===== src/rtl/dtmr_pkg.sv =====
package dtmr_pkg;
  localparam int TMR_N   = 2;
  localparam int TMR_DW  = 8;
  localparam int ADDR_W  = 2;
  localparam int SEL_W   = (TMR_N > 1) ? $clog2(TMR_N) : 1;
  localparam int DIV_W   = 3;
  localparam int PRE_W   = 2 ** DIV_W;
  localparam int EN_BIT  = DIV_W;

  typedef enum logic [ADDR_W-1:0] {
    REG_LOAD  = 2'd0,
    REG_COUNT = 2'd1,
    REG_OPT   = 2'd2,
    REG_NONE  = 2'd3
  } regOfs_e;

  typedef struct packed {
    logic [TMR_N-1:0]  wrLoad;
    logic [TMR_N-1:0]  wrCount;
    logic [TMR_N-1:0]  wrOpt;
    logic [TMR_DW-1:0] data;
  } tmrStrobe_t;
endpackage


===== src/rtl/dtmr_ctrl.sv =====
module dtmr_ctrl
  import dtmr_pkg::*;
(
  input  logic [ADDR_W-1:0]            regAddr,
  input  logic [TMR_DW-1:0]            regWrData,
  input  logic                         regWrEn,
  input  logic [SEL_W-1:0]             timerSel,
  input  logic [TMR_N-1:0][TMR_DW-1:0] loadAll,
  input  logic [TMR_N-1:0][TMR_DW-1:0] countAll,
  input  logic [TMR_N-1:0][TMR_DW-1:0] optAll,
  output tmrStrobe_t                   strobe,
  output logic [TMR_DW-1:0]            regRdData
);
  // Write decode: one strobe bit for the selected timer only
  always_comb begin
    strobe      = '0;
    strobe.data = regWrData;
    if (regWrEn) begin
      case (regAddr)
        REG_LOAD:  strobe.wrLoad[timerSel]  = 1'b1;
        REG_COUNT: strobe.wrCount[timerSel] = 1'b1;
        REG_OPT:   strobe.wrOpt[timerSel]   = 1'b1;
        default:   ;
      endcase
    end
  end

  // Read mux through the shared window
  always_comb begin
    case (regAddr)
      REG_LOAD:  regRdData = loadAll[timerSel];
      REG_COUNT: regRdData = countAll[timerSel];
      REG_OPT:   regRdData = optAll[timerSel];
      default:   regRdData = '0;
    endcase
  end
endmodule


===== src/rtl/dtmr_unit.sv =====
module dtmr_unit
  import dtmr_pkg::*;
(
  input  logic              clk,
  input  logic              rstN,
  input  logic              wrLoad,
  input  logic              wrCount,
  input  logic              wrOpt,
  input  logic [TMR_DW-1:0] wrData,
  output logic [TMR_DW-1:0] loadQ,
  output logic [TMR_DW-1:0] countQ,
  output logic [TMR_DW-1:0] optQ,
  output logic              ovf
);
  localparam logic [DIV_W-1:0] TOP_DIV = DIV_W'(PRE_W - 1);

  logic [PRE_W-1:0] preQ;
  logic [PRE_W-1:0] preLimit;
  logic             enable;
  logic             tick;

  assign enable   = optQ[EN_BIT];
  // 2^(d+1)-1: all-ones mask of d+1 bits
  assign preLimit = {PRE_W{1'b1}} >> (TOP_DIV - optQ[DIV_W-1:0]);
  assign tick     = enable && (preQ >= preLimit);

  always_ff @(posedge clk or negedge rstN) begin
    if (!rstN) begin
      loadQ  <= '0;
      countQ <= '0;
      optQ   <= '0;
      preQ   <= '0;
      ovf    <= 1'b0;
    end else begin
      ovf <= 1'b0;
      if (wrLoad) loadQ <= wrData;
      if (wrOpt)  optQ  <= wrData;
      if (wrCount) begin
        countQ <= wrData;
        preQ   <= '0;
      end else if (tick) begin
        preQ <= '0;
        if (countQ == '1) begin
          countQ <= loadQ;
          ovf    <= 1'b1;
        end else begin
          countQ <= countQ + 1'b1;
        end
      end else if (enable) begin
        preQ <= preQ + 1'b1;
      end
    end
  end
endmodule


===== src/rtl/dtmr_dp.sv =====
module dtmr_dp
  import dtmr_pkg::*;
(
  input  logic                         clk,
  input  logic                         rstN,
  input  tmrStrobe_t                   strobe,
  output logic [TMR_N-1:0][TMR_DW-1:0] loadAll,
  output logic [TMR_N-1:0][TMR_DW-1:0] countAll,
  output logic [TMR_N-1:0][TMR_DW-1:0] optAll,
  output logic [TMR_N-1:0]             ovfPulse
);
  for (genvar i = 0; i < TMR_N; i++) begin : g_tmr
    dtmr_unit u_unit (
      .clk     (clk),
      .rstN    (rstN),
      .wrLoad  (strobe.wrLoad[i]),
      .wrCount (strobe.wrCount[i]),
      .wrOpt   (strobe.wrOpt[i]),
      .wrData  (strobe.data),
      .loadQ   (loadAll[i]),
      .countQ  (countAll[i]),
      .optQ    (optAll[i]),
      .ovf     (ovfPulse[i])
    );
  end
endmodule


===== src/rtl/dual_timer.sv =====
module dual_timer
  import dtmr_pkg::*;
(
  input  logic              clk,
  input  logic              rstN,
  input  logic [ADDR_W-1:0] regAddr,
  input  logic [TMR_DW-1:0] regWrData,
  input  logic              regWrEn,
  input  logic [SEL_W-1:0]  timerSel,
  output logic [TMR_DW-1:0] regRdData,
  output logic [TMR_N-1:0]  ovfPulse
);
  tmrStrobe_t                   strobe;
  logic [TMR_N-1:0][TMR_DW-1:0] loadAll;
  logic [TMR_N-1:0][TMR_DW-1:0] countAll;
  logic [TMR_N-1:0][TMR_DW-1:0] optAll;

  dtmr_ctrl u_ctrl (
    .regAddr   (regAddr),
    .regWrData (regWrData),
    .regWrEn   (regWrEn),
    .timerSel  (timerSel),
    .loadAll   (loadAll),
    .countAll  (countAll),
    .optAll    (optAll),
    .strobe    (strobe),
    .regRdData (regRdData)
  );

  dtmr_dp u_dp (
    .clk      (clk),
    .rstN     (rstN),
    .strobe   (strobe),
    .loadAll  (loadAll),
    .countAll (countAll),
    .optAll   (optAll),
    .ovfPulse (ovfPulse)
  );
endmodule


===== config.mk =====
export PLATFORM = sky130hd
export DESIGN_NAME = dual_timer
export DESIGN_NICKNAME = d
export VERILOG_FILES = /design/src/rtl/dtmr_pkg.sv /design/src/rtl/dtmr_ctrl.sv /design/src/rtl/dtmr_unit.sv /design/src/rtl/dtmr_dp.sv /design/src/rtl/dual_timer.sv
export SDC_FILE = /design/constraint.sdc
export NUM_CORES = 1
export LEC_CHECK = 0
export ABC_AREA = 1
export CORE_ASPECT_RATIO = 0.9
export CORE_MARGIN = 1
export CORE_UTILIZATION = 40
export CTS_CLUSTER_DIAMETER = 50
export DETAILED_ROUTE_END_ITERATION = 6
export DONT_BUFFER_PORTS = 1
export PLACE_DENSITY = 0.61
export SKIP_LAST_GASP = 1
export SLEW_MARGIN = 40
export SYNTH_ARGS = -nofsm -noshare
export SYNTH_HDL_FRONTEND = slang
export SYNTH_SLANG_ARGS = --single-unit

===== constraint.sdc =====
create_clock -name clk -period 1.9 [get_ports clk]
set_clock_uncertainty 0.1 [all_clocks]
set_input_delay 0.38 -clock clk [delete_from_list [all_inputs] [get_ports clk]]
set_output_delay 0.38 -clock clk [all_outputs]
set_load 0.01 [all_outputs]

==> impl_metrics.tcl <==
set metrics [dict create \
    cts.clk_slew.worst_paths_ns 0.06 \
    synthArstFlopShare_pct 100 \
    row_count 35 \
    critPathLaunchType "flop" \
    power_density_nw_per_um2 1180 \
    cpMostUsedCell "nand2_1" \
    yosys_register_bits 66 \
    die_area_sq_um 11000 \
    yosys_warnings 0 \
    worstPathCellList "nor3_2, ha_1, nand2_1, nand2_1, nand2_1, nand2_1, nand2_1, nand2_1, nand2_2, nand2_2, buf_4, o21ai_0" \
    fmax_mhz 529 \
    cts_tree "built" \
    finalCritPeriodShare_pct 99.6 \
    start_util_pct 41.3 \
    clk_path_buf_depth 2 \
    slew_violations 0 \
    cts_buffers 9 \
    numPortBuffers 0 \
    rsz0062_at_grt "true" \
    grt_pass1_wl_um 17800 \
    die_height_um 99.6 \
    synthSimpleGateAreaFrac_pct 33.6 \
    p_leak_nw 2.37 \
    grt_antenna_before_repair 0 \
    first_pass_iters 4 \
    grt_max_degree 67 \
    synth_area_leaders "dfrtp_1, nand2_1, ha_1" \
    first_iter_violations 185 \
    place_hpwl_um 7680 \
    yosys.area.top_type "dfrtp_1" \
    synthAdderAreaFrac_pct 5.32 \
    crit_type "flop to flop" \
    design.core.area_sq_um 10200 \
    drcViolationCount 0 \
    dr_wl_met3_um 414 \
    failed_checks "hold timing" \
    worstSetupEndpointType "flop" \
    p_total_mw 5.79 \
    setup_violations 0 \
    syn_inst 559 \
    crit_path_max_incr_delay_ns 0.45 \
    synth_area_sq_um 4230 \
    synth_edf_count 0 \
    grt_pass1_vias 3688 \
    ys_top_cells_by_count "nand2_1, dfrtp_1, nand3_1" \
    wirelength_um 10600 \
    drv_cap 0 \
    drt-met1-wl_um 4920 \
    ios 24 \
    routedWlPerCell_um 15.1 \
    synth_flop_cell "dfrtp_1" \
    critPathArrivalTime_ns 2.05 \
    wl_met2_um 5120 \
    insertion_delay_ns 0.33 \
    ir_drop_uv 495 \
    drtAntennaViolNets 0 \
    cp_slowest_cell "dfrtp_2" \
    antennaDiodeCount 0 \
    drive_gt1_share_pct 18.6 \
    ys_types 32 \
    place.gp.congestion 0.829 \
    cts_root_buf "clkbuf_16" \
    cp.required_ns 2.06 \
    chipWidth_um 110 \
    synth_top_family_by_area "simple AND/OR/NAND/NOR gates" \
    yosysSeqAreaShare_pct 39.0 \
    syn_avg_cell_area_sq_um 7.57 \
    min_period_ns 1.89 \
    grt_overflow_total 0 \
    min_path_type "primary input to asynchronous set/reset pin" \
    cts_num_sinks 66 \
    vias_per_cell 5.22 \
    track_usage_pct 20.5 \
    crit_fanout 8 \
    status "finished with violations" \
    nNetsFinal 598 \
    hold_viol 66 \
    synth_nets 591 \
    synthXorXnorAreaFrac_pct 2.90 \
    synthDominantCellAreaShare_pct 39.0 \
    top_layer_used "met4" \
    synth_compound_area_share_pct 11.0 \
    synth_most_common_cell "nand2_1" \
    cts_max_level 3 \
    cp_top_family "simple AND/OR/NAND/NOR gates" \
    synthMuxAreaShare_pct 0 \
    crit_buf_inv 1 \
    fillers 1037 \
    area_growth_pct 15.4 \
    holdWs_ns -0.363 \
    worst_pin_slew_ns 0.387 \
    slew_headroom_pct 74.2 \
    vias 3657 \
]
## where the power goes
part	switching, mW	leakage, nW	internal (mW)
clock	0.647	0.151	1.15
combinational	1.00	1.37	0.780
sequential	0.458	0.846	1.75
total	2.11	2.37	3.68
## cell usage in the layout (no fill, tap or decap), types with 3 or more instances in the layout
master	synthesis	final
xor2_1	10	10
nor2_4	4	4
nand3_2	2	11
dfrtp_2	0	6
nand3_1	45	36
nand2_8	0	3
dfrtp_1	66	60
buf_4	8	17
nand2_1	177	162
inv_1	39	39
nand2_4	5	5
a21oi_1	14	13
nand4_1	17	17
o21ai_1	28	29
o21ai_0	24	22
nor2_1	28	28
xnor2_1	4	4
nor3_1	7	3
nand2_2	9	22
clkbuf_16	0	9
or2_0	4	4
inv_2	6	6
ha_1	18	17
a22oi_1	16	16
nor3_2	1	5
## state kept, by name (all words and copies together) (netlist names)
register,flops
u_dp.g_tmr.u_unit.countQ,16
u_dp.g_tmr.u_unit.loadQ,16
u_dp.g_tmr.u_unit.optQ,16
u_dp.g_tmr.u_unit.preQ,16
u_dp.g_tmr.u_unit.ovf,2
## metal layers
layer	up-vias	track usage [%]
met5	-	0
met4	0	8.51
met3	10	4.27
met2	70	34.4
met1	1725	25.8
li1	1852	-
## timing repair
| item | 4_1_cts | 5_1_grt |
|---|---|---|
| cloned | 0 | 2 |
| pin swaps | 1 | 20 |
| buffers inserted | 0 | 1 |
| endpoints found under the hold margin | 66 | 66 |
| gates resized for setup | 4 | 47 |
| setup endpoints to repair | 22 | 34 |
## cell families (layout without fill, tap and decap cells)
kind of cell,count (synthesis),in the layout
AO/OA/AOI/OAI,84,84
XOR/XNOR,14,14
adder cells (fa/ha/maj),18,18
buffers and inverters,71,82
flip-flops,66,66
AND/OR/NAND/NOR,306,307
## final cells by class
type                       instances  area, sq um  area share, %
clock inverter                     7         93.8           1.92
tap                              129          161           3.30
sequential                        66         1660           34.0
multi-input combinational        423         2410           49.2
clock buffer                       9          225           4.61
timing repair buffer              20          165           3.38
inverter                          46          175           3.59
## path summary, 6_finish.rpt
| path | startpoint | endpoint | slack [ns] | cells after the start |
|---|---|---|---|---|
| min in group clk | regWrData[7] | u_dp.g_tmr[1].u_unit.countQ[7] | 0.10 | 2 |
| hold / removal | rstN | u_dp.g_tmr[0].u_unit.preQ[6] | -0.36 | 0 |
| max in group asynchronous | rstN | u_dp.g_tmr[1].u_unit.optQ[1] | 1.92 | 0 |
| setup reg to reg | u_dp.g_tmr[1].u_unit.optQ[2] | u_dp.g_tmr[1].u_unit.preQ[1] | 0.008 | 12 |
| hold reg to reg | u_dp.g_tmr[1].u_unit.optQ[5] | u_dp.g_tmr[1].u_unit.optQ[5] | 0.39 | 2 |
| setup / recovery | u_dp.g_tmr[1].u_unit.optQ[2] | u_dp.g_tmr[1].u_unit.preQ[1] | 0.008 | 12 |
## stage by stage
stage / cells / setup WS (ns) / area, sq um / util, % / setup TNS (ns)
6_report: 700 / 0.00785 / 4890 / 47.7 / 0
5_1_grt: 700 / -0.146 / 4890 / 47.7 / -2.45
4_1_cts: 697 / -0.0124 / 4690 / 45.8 / -0.0132
3_5_place_dp: 681 / -0.0907 / 4360 / 42.5 / -0.660
3_3_place_gp: 681 / 0.0231 / 4360 / 42.5 / 0
2_1_floorplan: 559 / 0.0173 / 4230 / - / 0
(Power assumes the default switching activity.)
